<file path="src/rtl/fdc_pkg.sv">
package fdc_pkg;
    typedef enum logic [2:0] {
        ST_IDLE,
        ST_WAIT_READY,
        ST_BURST,
        ST_DRAIN,
        ST_BUF_DONE
    } drain_state_e;
endpackage

</file>
<file path="src/rtl/fdc_skid.sv">
module fdc_skid #(
    parameter int WIDTH = 32,
    parameter int DEPTH = 4,
    localparam int AW = (DEPTH > 1) ? $clog2(DEPTH) : 1,
    localparam int CW = $clog2(DEPTH + 1)
) (
    input  logic             clk,
    input  logic             rst_n,
    input  logic             push,
    input  logic [WIDTH-1:0] push_data,
    input  logic             pop,
    output logic [WIDTH-1:0] pop_data,
    output logic [CW-1:0]    level
);
    logic [WIDTH-1:0] mem [DEPTH];
    logic [AW-1:0]    wr_ptr;
    logic [AW-1:0]    rd_ptr;

    function automatic logic [AW-1:0] bump(input logic [AW-1:0] p);
        return (p == AW'(DEPTH - 1)) ? '0 : p + 1'b1;
    endfunction

    always_ff @(posedge clk) begin
        if (push) begin
            mem[wr_ptr] <= push_data;
        end
    end

    always_ff @(posedge clk) begin
        if (!rst_n) begin
            wr_ptr <= '0;
            rd_ptr <= '0;
            level  <= '0;
        end else begin
            if (push) wr_ptr <= bump(wr_ptr);
            if (pop)  rd_ptr <= bump(rd_ptr);
            level <= level + CW'(push) - CW'(pop);
        end
    end

    assign pop_data = mem[rd_ptr];
endmodule

</file>
<file path="src/rtl/fdc_capture.sv">
module fdc_capture #(
    parameter int WIDTH = 32,
    parameter int CNT_W = 16
) (
    input  logic             clk,
    input  logic             rst_n,
    input  logic             clear,
    input  logic             rd_strobe,
    input  logic [WIDTH-1:0] bus_data,
    input  logic [CNT_W-1:0] keep_words,
    output logic             pipe_busy,
    output logic             push,
    output logic [WIDTH-1:0] push_data
);
    logic             stage_q;
    logic [CNT_W-1:0] seen_q;

    // The strobe register is one stage; this is the second, so data is
    // taken two edges after the strobe was decided.
    always_ff @(posedge clk) begin
        if (!rst_n) begin
            stage_q <= 1'b0;
            seen_q  <= '0;
        end else begin
            stage_q <= rd_strobe;
            if (clear) begin
                seen_q <= '0;
            end else if (stage_q) begin
                seen_q <= seen_q + 1'b1;
            end
        end
    end

    assign pipe_busy = stage_q;
    assign push      = stage_q && (seen_q < keep_words);
    assign push_data = bus_data;
endmodule

</file>
<file path="src/rtl/fifo_drain_ctrl.sv">
module fifo_drain_ctrl
    import fdc_pkg::*;
#(
    parameter int DATA_W     = 32,
    parameter int CNT_W      = 16,
    parameter int WM_W       = 4,
    parameter int SKID_DEPTH = 4,
    localparam int LVL_W     = $clog2(SKID_DEPTH + 1)
) (
    input  logic              clk,
    input  logic              rst_n,
    input  logic              start,
    input  logic [WM_W-1:0]   cfg_watermark,
    input  logic [CNT_W-1:0]  cfg_total_words,
    input  logic [CNT_W-1:0]  cfg_pad_words,
    input  logic              flag_ready,
    input  logic              flag_partial,
    input  logic [DATA_W-1:0] bus_data,
    output logic              cs_n,
    output logic              rd_n,
    output logic              oe_n,
    output logic [DATA_W-1:0] out_data,
    output logic              out_valid,
    input  logic              out_ready,
    output logic              done
);
    drain_state_e      state_q, state_d;
    logic [WM_W-1:0]   wm_q;
    logic [CNT_W-1:0]  total_q, keep_q, issued_q;
    logic [WM_W-1:0]   drain_q, drain_d;
    logic              rd_q, issue, finish;
    logic              pipe_busy, push, pop;
    logic [DATA_W-1:0] push_data;
    logic [LVL_W-1:0]  level;
    logic [LVL_W+1:0]  in_use;
    logic              space_ok, all_issued, can_go, load_cfg;

    assign load_cfg   = (state_q == ST_IDLE) && start;
    assign in_use     = (LVL_W + 2)'(level) + (LVL_W + 2)'(rd_q) + (LVL_W + 2)'(pipe_busy);
    assign space_ok   = in_use < (LVL_W + 2)'(SKID_DEPTH);
    assign all_issued = (issued_q == total_q);
    assign can_go     = out_ready && space_ok && !all_issued;
    assign out_valid  = (level != '0);
    assign pop        = out_valid && out_ready;

    // Next state and read decision
    always_comb begin
        state_d = state_q;
        drain_d = drain_q;
        issue   = 1'b0;
        finish  = 1'b0;
        unique case (state_q)
            ST_IDLE: begin
                if (start) state_d = ST_WAIT_READY;
            end
            ST_WAIT_READY: begin
                if (flag_ready) state_d = ST_BURST;
            end
            ST_BURST: begin
                if (flag_partial) begin
                    state_d = ST_DRAIN;
                    drain_d = (wm_q == '0) ? '0 : wm_q - 1'b1;
                end else begin
                    issue = can_go;
                end
            end
            ST_DRAIN: begin
                if (drain_q == '0) begin
                    state_d = ST_BUF_DONE;
                end else begin
                    issue = can_go;
                    if (can_go) drain_d = drain_q - 1'b1;
                end
            end
            ST_BUF_DONE: begin
                if (!rd_q && !pipe_busy) begin
                    if (!all_issued) begin
                        state_d = ST_WAIT_READY;
                    end else if (level == '0) begin
                        state_d = ST_IDLE;
                        finish  = 1'b1;
                    end
                end
            end
            default: state_d = ST_IDLE;
        endcase
    end

    // State and transfer bookkeeping registers
    always_ff @(posedge clk) begin
        if (!rst_n) begin
            state_q  <= ST_IDLE;
            drain_q  <= '0;
            wm_q     <= '0;
            total_q  <= '0;
            keep_q   <= '0;
            issued_q <= '0;
        end else begin
            state_q <= state_d;
            drain_q <= drain_d;
            if (load_cfg) begin
                wm_q     <= cfg_watermark;
                total_q  <= cfg_total_words;
                keep_q   <= cfg_total_words - cfg_pad_words;
                issued_q <= '0;
            end else if (issue) begin
                issued_q <= issued_q + 1'b1;
            end
        end
    end

    // Registered strobes
    always_ff @(posedge clk) begin
        if (!rst_n) begin
            rd_q <= 1'b0;
            cs_n <= 1'b1;
            oe_n <= 1'b1;
            done <= 1'b0;
        end else begin
            rd_q <= issue;
            cs_n <= (state_d == ST_IDLE);
            oe_n <= !((state_d == ST_BURST) || (state_d == ST_DRAIN) ||
                      (state_d == ST_BUF_DONE));
            done <= finish;
        end
    end

    assign rd_n = !rd_q;

    fdc_capture #(.WIDTH(DATA_W), .CNT_W(CNT_W)) u_capture (
        .clk       (clk),
        .rst_n     (rst_n),
        .clear     (load_cfg),
        .rd_strobe (rd_q),
        .bus_data  (bus_data),
        .keep_words(keep_q),
        .pipe_busy (pipe_busy),
        .push      (push),
        .push_data (push_data)
    );

    fdc_skid #(.WIDTH(DATA_W), .DEPTH(SKID_DEPTH)) u_skid (
        .clk      (clk),
        .rst_n    (rst_n),
        .push     (push),
        .push_data(push_data),
        .pop      (pop),
        .pop_data (out_data),
        .level    (level)
    );
endmodule

</file>
<file path="config.mk">
export PLATFORM = sky130hd
export DESIGN_NAME = fifo_drain_ctrl
export DESIGN_NICKNAME = d
export VERILOG_FILES = /design/src/rtl/fdc_pkg.sv /design/src/rtl/fdc_skid.sv /design/src/rtl/fdc_capture.sv /design/src/rtl/fifo_drain_ctrl.sv
export SDC_FILE = /design/constraint.sdc
export NUM_CORES = 1
export LEC_CHECK = 0
export BUFFER_PORTS_ARGS = -buffer_cell sky130_fd_sc_hd__buf_2
export CAP_MARGIN = 10
export CORE_ASPECT_RATIO = 0.5
export CORE_MARGIN = 2
export CORE_UTILIZATION = 30
export CTS_CLUSTER_DIAMETER = 80
export DETAILED_ROUTE_END_ITERATION = 10
export PLACE_DENSITY_LB_ADDON = 0.12
export SKIP_LAST_GASP = 1
export SYNTH_ARGS = -nofsm -noshare
export SYNTH_HDL_FRONTEND = slang
export SYNTH_SLANG_ARGS = --single-unit
export TNS_END_PERCENT = 5
</file>
<file path="constraint.sdc">
create_clock -name clk -period 4.15 [get_ports clk]
set_input_delay 0.415 -clock clk [delete_from_list [all_inputs] [get_ports clk]]
set_output_delay 0.415 -clock clk [all_outputs]
set_load 0.05 [all_outputs]
</file>
==> qor.yml <==
status: "completed"
synthFlopType: "edfxtp_1"
drtIter0Drc: 264
pre_cts_ws_ns: 1.14
maxCapViolCount: 0
ys_seq_area_share_pct: 56.6
diodes: 0
grt_usage_pct: 13.1
vdd_ir_drop_max_mv: 0.303
synth-async-reset-ratio_pct: 0
gp_congestion: 0.766
timing_hold_violations_final: 0
syn_inst: 797
vias: 6386
syn_to_final_growth_pct: 18.5
synth_nets: 915
critPathKind: "reg2reg"
remaining_drc_errors: 0
cts_buffers: 23
grt_pass1_wl_um: 35900
maxSlewHeadroom_pct: 35.3
grt_overflow_total: 0
first_pass_iters: 4
rows: 47
ff_latch_area_mm2: 0.00563
reg2reg_depth: 9
clk_pin_slew_ns: 0.06
max_freq_ghz: 0.338
grt_max_degree: 35
clock_sinks: 217
fp.dieH_um: 133
setup_viol_count_final: 0
initial_utilization_pct: 30.3
synth.distinct_cells: 65
crit_path_start_kind: "flop"
end_kind: "flop"
skew_ns: 0.0109
postRouteAntennaNets: 0
cp_max_fo: 32
die-area_mm2: 0.0347
worst_pin_slew_ns: 0.966
vias_per_cell: 4.66
synth_seq_cells: 217
grt_pass1_vias: 6546
p_per_area_mw_per_mm2: 489
tns_ns: 0
clockBufferDepth: 3
cts_setup_buffers: 0
whs_path_depth: 1
portBuffers: 110
synth_warnings: 0
antenna_found_initial: 0
p_leak_uw: 0.00425
syn-cell-area_mm2: 0.00994
layout.nets: 1029
rsz0062_at_grt: "no"
postCtsHoldBufs: 0
htree_levels: 1
cts_resized: 0
num-fill-cells: 3280
cp.required_ns: 4.31
worstHoldPathType: "in2reg"
fin_crit_ns: 2.96
slew_viol_final: 0
multi_input_area_mm2: 0.00399
die_width_um: 261
routed_wl_um: 22400
hpwlAfterDp_um: 15100
hold-worst-slack_ns: 0.106
cp.arrival_ns: 3.12
synth_edf_count: 128
setup_ws_ns: 1.19
cts_tree: "done"
finalCritPeriodShare_pct: 71.3
layout-drive-gt1-share_pct: 22.2
ctsRootBufferMaster: "clkbuf_16"
clkLatencyLatePin_ns: 0.53
avgSynthCellArea_um2: 12.5
regToRegSetupSlack_ns: 1.19
io_pins: 111
core_area_mm2: 0.0328
wl_per_cell_um: 16.4
## synthesized netlist by cell type (20+ instances only)
| cell | count | share of area [%] |
|---|---|---|
| edfxtp_1 | 128 | 39 |
| dfxtp_1 | 89 | 18 |
| nand2_1 | 84 | 3.2 |
| inv_1 | 45 | 1.7 |
| ha_1 | 42 | 5.3 |
| nor2_1 | 41 | 1.5 |
| xnor2_1 | 35 | 3.1 |
| mux4_2 | 32 | 7.3 |
| a21boi_0 | 26 | 2.0 |
| clkbuf_1 | 22 | 0.83 |
| o21ai_0 | 20 | 1.0 |
## stage by stage
stage | area (um^2) | utilization, % | std cells | total power [uW]
after detailed placement | 11000 | 33.5 | 1327 | 3680
final | 11800 | 35.9 | 1369 | 5750
after floorplan | 9940 | - | 797 | 3360
after global routing | 11800 | 35.9 | 1369 | 6040
after global placement | 11000 | 33.5 | 1327 | 3680
after CTS | 11800 | 35.9 | 1369 | 5860
## critical path: stages, from the launching register on
cell	delay, ns
dfxtp_1	0.30
inv_1	0.05
ha_1	0.30
a21o_1	0.16
a211oi_1	0.31
o211a_1	0.19
o21ai_0	0.08
a21oi_1	0.54
and2_1	0.22
buf_4	0.44
## where the power goes
part	switching [uW]	total, uW	leakage [uW]	internal [uW]
registers	50.3	2390	0.00187	2340
clock network	852	2140	0.000386	1290
logic	794	1220	0.00199	422
## registers in the layout (all words and copies together), names as in the netlist, 2 cells and up, named ones only
| signal | count |
|---|---|
| keep_q | 16 |
| wm_q | 4 |
| drain_q | 4 |
| u_skid.rd_ptr | 2 |
| u_capture.seen_q | 16 |
| total_q | 16 |
| u_skid.wr_ptr | 2 |
| u_skid.mem | 128 |
| state_q | 3 |
| u_skid.level | 3 |
| issued_q | 16 |
## placed cells by master (no fill, tap or decap), drive strengths merged, types with 16 or more instances in the layout
cell type / Yosys / final
nand2: 84 / 84
edfxtp: 128 / 128
o21ai: 20 / 20
mux4: 32 / 32
clkbuf: 22 / 35
buf: 12 / 123
xnor2: 35 / 35
inv: 45 / 46
a21oi: 16 / 16
a21boi: 26 / 26
nand4: 17 / 17
dfxtp: 89 / 89
nor2: 41 / 41
ha: 42 / 42
nand3: 16 / 16
nor3: 18 / 18
## layout make-up
type,count,area share [%]
Multi-Input combinational cell,501,33.9
Tap cell,441,4.69
Sequential cell,217,47.8
Inverter,45,1.43
Timing Repair Buffer,123,5.51
Clock buffer,35,5.61
Clock inverter,7,1.06
## path summary, 6_finish.rpt
| kind | end | startpoint |
|---|---|---|
| max | u_skid.mem[2][22] | keep_q[9] |
| min | u_skid.mem[2][0] | bus_data[0] |
| max reg2reg | u_skid.mem[2][22] | keep_q[9] |
| min reg2reg | keep_q[5] | keep_q[5] |
## logic make-up after synthesis
logic type                 count (synthesis)  share of synthesized area, %
and+or+nand+nor                          243                          13.3
DFF                                      217                          56.6
AOI/OAI and AO/OA                        131                          9.30
buffers and inverters                     79                          3.32
xor gates and xnor gates                  47                          4.14
adders and majority gates                 44                          5.69
muxes                                     36                          7.65
## metal layers
layer | up-vias | track usage (%) | wire length, um
met5 | - | 0 | 0
met3 | 28 | 2.66 | 751
met4 | 0 | 2.21 | 306
met1 | 3111 | 18.1 | 10800
met2 | 81 | 21.6 | 10600
li1 | 3166 | - | -
No activity file was read; power rests on OpenSTA's default activity.
